### src/rtl/rl_mux_pkg.sv
package rl_mux_pkg;

    typedef enum logic [1:0] {
        WIDTH_1B  = 2'd0,
        WIDTH_2B  = 2'd1,
        WIDTH_4B  = 2'd2,
        WIDTH_RSV = 2'd3
    } width_e;

    // Number of live bytes for a width code; the reserved code never reaches here.
    function automatic logic [3:0] live_bytes(width_e w);
        case (w)
            WIDTH_1B: live_bytes = 4'd1;
            WIDTH_2B: live_bytes = 4'd2;
            default:  live_bytes = 4'd4;
        endcase
    endfunction

endpackage

### src/rtl/rl_slot_timer.sv
module rl_slot_timer #(
    parameter int unsigned SLOTS  = 16,
    parameter int unsigned FRAMES = 256,
    localparam int unsigned SLOT_W = $clog2(SLOTS),
    localparam int unsigned IDX_W  = $clog2(FRAMES)
) (
    input  logic                clk,
    input  logic                rst_n,
    input  rl_mux_pkg::width_e  rate_req,
    output logic [SLOT_W-1:0]   slot_o,
    output logic [IDX_W-1:0]    frame_o,
    output rl_mux_pkg::width_e  width_o,
    output logic                first_slot_o,
    output logic                super_first_o
);
    import rl_mux_pkg::*;

    typedef struct packed {
        logic [SLOT_W-1:0] slot;
        logic [IDX_W-1:0]  frame;
        width_e            width;
    } tstate_t;

    tstate_t tm_d, tm_q;
    logic    at_last_slot;
    logic    at_last_frame;

    always_comb begin
        tm_d          = tm_q;
        at_last_slot  = (tm_q.slot  == SLOT_W'(SLOTS - 1));
        at_last_frame = (tm_q.frame == IDX_W'(FRAMES - 1));
        if (at_last_slot) begin
            tm_d.slot = '0;
            if (at_last_frame) begin
                tm_d.frame = '0;
                // Width may only move on a super-frame boundary.
                if (rate_req != WIDTH_RSV) begin
                    tm_d.width = rate_req;
                end
            end else begin
                tm_d.frame = tm_q.frame + IDX_W'(1);
            end
        end else begin
            tm_d.slot = tm_q.slot + SLOT_W'(1);
        end
    end

    always_ff @(posedge clk) begin
        if (!rst_n) begin
            tm_q.slot  <= '0;
            tm_q.frame <= '0;
            tm_q.width <= WIDTH_1B;
        end else begin
            tm_q <= tm_d;
        end
    end

    assign slot_o        = tm_q.slot;
    assign frame_o       = tm_q.frame;
    assign width_o       = tm_q.width;
    assign first_slot_o  = (tm_q.slot == '0);
    assign super_first_o = (tm_q.slot == '0) && (tm_q.frame == '0);

endmodule

### src/rtl/rl_word_pick.sv
module rl_word_pick #(
    parameter int unsigned LANE_BYTES = 4,
    localparam int unsigned LANE_W = 8 * LANE_BYTES
) (
    input  logic               is_ctrl,
    input  logic [LANE_W-1:0]  ctrl_word,
    input  logic               iq_valid,
    input  logic [LANE_W-1:0]  iq_data,
    input  rl_mux_pkg::width_e width,
    output logic [LANE_W-1:0]  word_o,
    output logic               empty_o
);
    import rl_mux_pkg::*;

    logic [LANE_W-1:0] raw;
    logic [3:0]        nbytes;

    always_comb begin
        if (is_ctrl) begin
            raw = ctrl_word;
        end else if (iq_valid) begin
            raw = iq_data;
        end else begin
            raw = '0;
        end
        empty_o = !is_ctrl && !iq_valid;
        nbytes  = live_bytes(width);
    end

    for (genvar i = 0; i < LANE_BYTES; i++) begin : g_lane
        assign word_o[8*i +: 8] = (4'(i) < nbytes) ? raw[8*i +: 8] : 8'h00;
    end

endmodule

### src/rtl/rl_frame_mux.sv
module rl_frame_mux #(
    parameter int unsigned LANE_BYTES = 4,
    parameter int unsigned SLOTS      = 16,
    parameter int unsigned FRAMES     = 256,
    localparam int unsigned LANE_W = 8 * LANE_BYTES,
    localparam int unsigned SLOT_W = $clog2(SLOTS),
    localparam int unsigned IDX_W  = $clog2(FRAMES)
) (
    input  logic              clk,
    input  logic              rst_n,
    input  logic [1:0]        rate_sel,
    input  logic              iq_valid,
    output logic              iq_ready,
    input  logic [LANE_W-1:0] iq_data,
    output logic [IDX_W-1:0]  ctrl_idx,
    input  logic [LANE_W-1:0] ctrl_word,
    output logic [LANE_W-1:0] tx_word,
    output logic              tx_ctrl,
    output logic              tx_frame_start,
    output logic              tx_super_start,
    output logic              tx_uflow,
    output logic [1:0]        tx_width
);
    import rl_mux_pkg::*;

    typedef struct packed {
        logic [LANE_W-1:0] word;
        logic              ctrl;
        logic              fs;
        logic              sfs;
        logic              uflow;
        width_e            width;
    } out_t;

    out_t ob_d, ob_q;

    logic [SLOT_W-1:0] cur_slot;
    logic [IDX_W-1:0]  cur_frame;
    width_e            cur_width;
    logic              first_slot;
    logic              super_first;
    logic [LANE_W-1:0] picked;
    logic              slot_empty;

    rl_slot_timer #(
        .SLOTS  (SLOTS),
        .FRAMES (FRAMES)
    ) u_timer (
        .clk           (clk),
        .rst_n         (rst_n),
        .rate_req      (width_e'(rate_sel)),
        .slot_o        (cur_slot),
        .frame_o       (cur_frame),
        .width_o       (cur_width),
        .first_slot_o  (first_slot),
        .super_first_o (super_first)
    );

    rl_word_pick #(
        .LANE_BYTES (LANE_BYTES)
    ) u_pick (
        .is_ctrl   (first_slot),
        .ctrl_word (ctrl_word),
        .iq_valid  (iq_valid),
        .iq_data   (iq_data),
        .width     (cur_width),
        .word_o    (picked),
        .empty_o   (slot_empty)
    );

    always_comb begin
        ob_d       = ob_q;
        ob_d.word  = picked;
        ob_d.ctrl  = first_slot;
        ob_d.fs    = first_slot;
        ob_d.sfs   = super_first;
        ob_d.width = cur_width;
        // Flag lives from the first starved slot to the end of its frame.
        ob_d.uflow = first_slot ? 1'b0 : (ob_q.uflow | slot_empty);
    end

    always_ff @(posedge clk) begin
        if (!rst_n) begin
            ob_q.word  <= '0;
            ob_q.ctrl  <= 1'b0;
            ob_q.fs    <= 1'b0;
            ob_q.sfs   <= 1'b0;
            ob_q.uflow <= 1'b0;
            ob_q.width <= WIDTH_1B;
        end else begin
            ob_q <= ob_d;
        end
    end

    // The timer holds slot 0 in reset, so ready is already low there.
    assign iq_ready       = !first_slot;
    assign ctrl_idx       = cur_frame;
    assign tx_word        = ob_q.word;
    assign tx_ctrl        = ob_q.ctrl;
    assign tx_frame_start = ob_q.fs;
    assign tx_super_start = ob_q.sfs;
    assign tx_uflow       = ob_q.uflow;
    assign tx_width       = ob_q.width;

endmodule

### config.mk
export PLATFORM = sky130hd
export DESIGN_NAME = rl_frame_mux
export DESIGN_NICKNAME = d
export VERILOG_FILES = /design/src/rtl/rl_mux_pkg.sv /design/src/rtl/rl_slot_timer.sv /design/src/rtl/rl_word_pick.sv /design/src/rtl/rl_frame_mux.sv
export SDC_FILE = /design/constraint.sdc
export NUM_CORES = 1
export LEC_CHECK = 0
export BUFFER_PORTS_ARGS = -buffer_cell sky130_fd_sc_hd__buf_2
export CELL_PAD_IN_SITES_DETAIL_PLACEMENT = 0
export CELL_PAD_IN_SITES_GLOBAL_PLACEMENT = 1
export CORE_AREA = 5 5 72 124
export CTS_CLUSTER_DIAMETER = 150
export DETAILED_ROUTE_END_ITERATION = 8
export DIE_AREA = 0 0 77 129
export MAX_ROUTING_LAYER = met4
export PLACE_DENSITY = 0.76
export REMOVE_ABC_BUFFERS = 1
export SKIP_LAST_GASP = 1
export SLEW_MARGIN = 10
export SYNTH_ARGS = -nofsm -noshare
export SYNTH_HDL_FRONTEND = slang
export SYNTH_SLANG_ARGS = --single-unit
export TNS_END_PERCENT = 1
### constraint.sdc
create_clock -name clk -period 1.8 [get_ports clk]
set_clock_uncertainty 0.15 [all_clocks]
set_input_delay 0.18 -clock clk [delete_from_list [all_inputs] [get_ports clk]]
set_output_delay 0.18 -clock clk [all_outputs]
set_load 0.005 [all_outputs]
======== Word level (Yosys, flattened, before mapping) ========
Index checks and enable logic that the tools add are counted.
cells by class
  $add $sub $neg .......................... 2
  multipliers ............................. 0
  divide/modulo/power cells ............... 0
  order comparisons ....................... 4
  equal/unequal tests ..................... 4
  shifts and indexed selects .............. 0
  multiplexer cells ....................... 4
  bitwise logic cells ..................... 2
  reductions and logical operators ........ 14
operators with widths
  operator                                                    count
  two-way mux 32 bit                                          2
  adder 8 x 1 -> 8 bit (second input constant)                1
  equality test 8 bit (second input constant)                 1
  zero test 8 bit                                             1
  two-way mux 8 bit                                           1
  AND reduction 2 bit                                         4
  less-than comparator 1 x 3 -> 1 bit (first input constant)  2
  less-than comparator 2 x 3 -> 1 bit (first input constant)  2
  case mux 3 bit (2 select lines)                             1
  adder 4 x 1 -> 4 bit (second input constant)                1
  equality test 4 bit (second input constant)                 1
  zero test 4 bit                                             1
  OR reduction 2 bit                                          2
  AND reduction 3 bit                                         1
  equality test 2 x 1 -> 1 bit (second input constant)        1
  logical AND 1 bit                                           2
  zero test 1 bit                                             2
  zero test 2 bit                                             1
  != test 2 bit (second input constant)                       1
  inverter 1 bit                                              1
  bitwise OR 1 bit                                            1
word-level totals
  bits in registers ....................... 51
  latch bits .............................. 0
  RAM bits ................................ 0
  ROM bits ................................ 0
  bits of input ports ..................... 69
  output and inout port bits .............. 47
  word-level logic and storage cells ...... 41
  memories kept ........................... 0

======== Longest topological paths before layout ========
  depth after elaboration ................. 4
  depth in mapped cells ................... 7
  gate-level depth less buffers ........... 6

======== Modules after synthesis ========
A second synthesis with hierarchy kept.
second synthesis, totals
  cells, all modules ...................... 243
  area total of the unflattened synthesis .. 2323.5 um^2
modules (own cells, without submodules)
  module         instances  cells each  area each (um^2)  sequential area each (um^2)
  rl_frame_mux   1          79          1022.2            740.7
  rl_slot_timer  1          76          705.7             280.3
  rl_word_pick   1          88          595.6             0.0

======== Worst setup path before layout ========
OpenSTA, ideal clock, no wires.
  kind .................................... reg-to-reg
  from .................................... register u_timer.tm_q (netlist bit u_timer.slot_o[0])
  to ...................................... register, netlist name u_timer.width_o[0]
  setup time .............................. 0.119 ns
  data arrival time ....................... 1.434 ns
  required time ........................... 1.531 ns
  slack ................................... 0.097 ns
  cell stages (with the launch flop) ...... 5
  buffers on the path ..................... 0
  clock period less this slack ............ 1.703 ns
  cell sequence ........................... dfxtp_1 > ha_1 > nand4_2 > or4_1 > o221a_1
between the ends
  word-level cells in the longest chain between the ends .. 2
RTL lines
  what                                  line                 text
  from (decl)                           rl_slot_timer.sv:24  tstate_t tm_d, tm_q;
  from (signal assigned)                rl_slot_timer.sv:54  tm_q <= tm_d;
  equality test 4 bit                   rl_slot_timer.sv:30  at_last_slot = (tm_q.slot == SLOT_W'(SLOTS - 1));
  AND reduction 3 bit (no source line)  -
No other way between the ends.
A chain may end at the register's enable or synchronous reset.

======== Final worst setup path ========
  from .................................... register u_timer.tm_q (netlist bit u_timer.slot_o[0])
  to ...................................... register u_timer.tm_q (netlist bit u_timer.frame_o[5])
between the ends
  word-level cells in the longest chain between the ends .. 1
RTL lines
  what                 line
  equality test 4 bit  rl_slot_timer.sv:30
No other way between the ends.

==> run_results.csv <==
group,metric,value,unit
timing,setup_viol,0,
floorplan,initial_utilization,0.264,
timing,finalSetupTns,0,ns
floorplan,die_h,129,µm
clocking,cts_root_buffer,"clkbuf_16",
min_path,holdCritStartpoint,"ctrl_word[18]",
clocking,htreeDepth,2,
synthesis,ys_ff_latch,51,
floorplan,die_width,77,µm
global_routing,grt-ovfl-total,0,
synthesis,synthFlopType,"dfxtp_1",
place,place_hpwl,4780,µm
cells_and_area,num_antenna_cells,0,
detailed_routing,first_pass_iters,4,
critical_path,timing.rr.end,"u_timer.frame_o[5]$_SDFFE_PN0P_",
critical_path,crit_slowest_cell,"or4_1",
timing,slew_headroom,0.593,
timing,worstMarginPinSlew,0.610,ns
synthesis,synth.most_common_cell,"dfxtp_1",
clocking,clk_pin_slew,0.07,ns
run_status,status,"finished, final reports clean",
min_path,min_to,"tx_word[18]$_SDFF_PN0_",
detailed_routing,wl_met3,362,µm
clocking,clk_latency,0.29,ns
detailed_routing,drtIter0Drc,74,
global_routing,grt_max_degree,34,
critical_path,rr_worst_depth,5,
cells_and_area,nFillCells,774,
power_and_ir_drop,power.total,2.58,mW
critical_path,critPathKind,"reg2reg",
detailed_routing,routedWlPerCell,14.1,µm
cells_and_area,instances_no_fill,488,
detailed_routing,ant_nets,0,
timing,fin_crit_sh,0.963,
place,portBuffers,115,
timing,rsz0062_at_grt,"true",
min_path,whs_path_depth,3,
power_and_ir_drop,p_switching,0.648,mW
synthesis,ys_types,35,
job,maxCapViolCount,0,
place,dpl_cell_area,2800,µm²
synthesis,yosys-top-cells-count,"dfxtp_1 (51), nand2_1 (38), nand3_1 (35), a21oi_1 (28), a21boi_0 (10)",
power_and_ir_drop,comb_power_share,0.182,
critical_path,crit_buf_inv,1,
timing,period_needed,1.73,ns
place,dp_cells,440,
critical_path,cp_cell_sequence,"ha_1 -> nand4_2 -> buf_12 -> or4_1 -> a21oi_1",
power_and_ir_drop,ir_worst_vdd,359,µV
clocking,clock_sinks,51,
cells_and_area,nets,471,
power_and_ir_drop,leakage,1.60,nW
synthesis,async_reset_ff_frac,0,
critical_path,rrSetupSlack,0.07,ns
synthesis,yosysSeqAreaShare,0.497,
cells_and_area,layout-drive-gt1-share,0.377,
detailed_routing,avgViaCountPerCell,4.68,
global_routing,grt_usage,0.139,
place,gp_congestion,0.784,
power_and_ir_drop,p_seq_frac,0.455,
critical_path,reg2reg_from,"u_timer.slot_o[0]$_SDFF_PP0_",
synthesis,synth_area_leaders,"dfxtp_1 (50%), nand3_1 (8.5%), nand2_1 (6.9%)",
clocking,cts_buffer_depth,2,
critical_path,crit_arrival,1.81,ns
global_routing,antenna_found_initial,0,
timing,fmax,0.577,GHz
synthesis,syn-mean-instance-area,8.60,µm²
critical_path,cp-start-kind,"register",
detailed_routing,routed_wl,6880,µm
detailed_routing,vias,2284,
floorplan,die_area,9930,µm²
clocking,cts_tree,"done",
power_and_ir_drop,p_int,1.93,mW
timing,hold_violations,0,
critical_path,crit_family,"simple AND/OR/NAND/NOR gates",
critical_path,slowest_delay,0.49,ns
global_routing,grt_pass1_vias,2212,
synthesis,yosys_warnings,0,
detailed_routing,met2_length,3730,µm
synthesis,netlist_instances,239,
floorplan,core,7800,µm²
clocking,cts_buffers,5,
synthesis,synth_top_area_frac,0.497,
global_routing,grt_pass1_wl,10900,µm
critical_path,endpoint_kind,"register",
synthesis,netlist_area,2060,µm²
critical_path,crit_required,1.87,ns
floorplan,pin_count,116,
min_path,hp-class,"in2reg",
synthesis,yosysTopAreaCell,"dfxtp_1",
floorplan,rows,43,
power_and_ir_drop,clock_power_share,0.363,
detailed_routing,drc,0,
timing,drv_slew,0,
cells_and_area,syn2layout_area_growth,63.7,%
power_and_ir_drop,powerDensity,767,nW/µm²
detailed_routing,wl_met1,2600,µm
critical_path,critPathMaxFanout,13,
cells_and_area,multi_input_area,938,µm²
synthesis,synth_edf_count,0,
detailed_routing,top_layer,"met4",
cells_and_area,final_area,3360,µm²
power_and_ir_drop,p_sw_frac,0.251,
cells_and_area,regArea,1020,µm²
-- placed cells by master (no fill, tap or decap), types with 3 or more instances in the layout --
cell and count:
dfxtp_1 48, a21boi_0 10, nand3_1 35, ha_1 5
buf_4 15, or4_1 4, nand2_1 38, inv_1 8
dfxtp_2 3, and2_1 4, buf_2 115, nand2b_1 6
clkbuf_16 5, o21ai_0 3, a21oi_1 27, dlygate4sd3_1 35
and3_1 4
-- flip-flops by register name, indices dropped and copies added (netlist names) --
signal	count
u_timer.width_o	2
tx_frame_start	1
tx_word	32
tx_width	2
tx_super_start	1
u_timer.frame_o	8
u_timer.slot_o	4
tx_uflow	1
-- what timing repair did --
item                                   4_1_cts  5_1_grt
gates resized for setup                      2        3
setup endpoints to repair                    1       13
setup buffers                                2        2
cloned                                       1        0
hold buffers                                35        0
endpoints found under the hold margin       31        0
-- routing by layer --
| metal | vias up | track usage |
|---|---|---|
| li1 | 1141 | - |
| met1 | 1043 | 0.143 |
| met2 | 88 | 0.248 |
| met3 | 12 | 0.0280 |
| met4 | 0 | 0.0719 |
| met5 | - | - |
-- logic make-up after synthesis --
kind of cell | share of synthesized area
XOR/XNOR | 0.00852
multiplexers | 0.00487
buffers and inverters | 0.0517
AO/OA/AOI/OAI | 0.152
flip-flops | 0.497
AND/OR/NAND/NOR | 0.256
adder cells (fa/ha/maj) | 0.0304
-- area by class of cell --
cell class,instances,share of cell area
timing repair buffer,168,0.330
sequential,51,0.305
multi-input combinational,162,0.279
clock buffer,5,0.0372
tap,90,0.0335
inverter,9,0.0100
clock inverter,3,0.00558
-- power groups by stage --
| stage | combinational (mW) | clock (mW) | sequential, mW |
|---|---|---|---|
| 6_report | 0.469 | 0.937 | 1.17 |
| 5_1_grt | 0.515 | 1.03 | 1.18 |
| 4_1_cts | 0.464 | 0.983 | 1.17 |
| 3_5_place_dp | 0.362 | 0 | 1.20 |
| 3_3_place_gp | 0.359 | 0 | 1.20 |
| 2_1_floorplan | 0.140 | 0 | 1.21 |
-- worst max-delay path by stage --
| stage | from | endpoint | slack (ns) | cells past startpoint |
|---|---|---|---|---|
| finish | u_timer.slot_o[0]$_SDFF_PP0_ | u_timer.frame_o[5]$_SDFFE_PN0P_ | 0.07 | 5 |
| global route | u_timer.frame_o[0]$_SDFFE_PN0P_ | u_timer.width_o[1]$_SDFFE_PN0P_ | -0.02 | 4 |
| global placement | u_timer.slot_o[0]$_SDFF_PP0_ | u_timer.frame_o[5]$_SDFFE_PN0P_ | 0.06 | 5 |
| CTS | u_timer.slot_o[1]$_SDFF_PP0_ | u_timer.frame_o[5]$_SDFFE_PN0P_ | 0.005 | 5 |
| detailed placement | u_timer.slot_o[1]$_SDFF_PP0_ | u_timer.frame_o[5]$_SDFFE_PN0P_ | 0.03 | 5 |
| floorplan | u_timer.slot_o[0]$_SDFF_PP0_ | tx_word[0]$_SDFF_PN0_ | -1.03 | 6 |
-- per-stage QoR --
| stage | hold slack [ns] | setup slack (ns) | util |
|---|---|---|---|
| floorplan | 0.152 | -1.03 | - |
| global placement | 0.274 | 0.0587 | 0.359 |
| detailed placement | 0.279 | 0.0273 | 0.359 |
| CTS | 0.0000102 | 0.00547 | 0.429 |
| global route | 0.0129 | -0.0187 | 0.431 |
| finish | 0.00609 | 0.0661 | 0.431 |
-- worst register-to-register path, cell delays in order, from the launching register on --
cell,delay (ns)
dfxtp_2,0.35
ha_1,0.18
nand4_2,0.16
buf_12,0.18
or4_1,0.49
a21oi_1,0.15
Power figures use the tool's default switching activity.
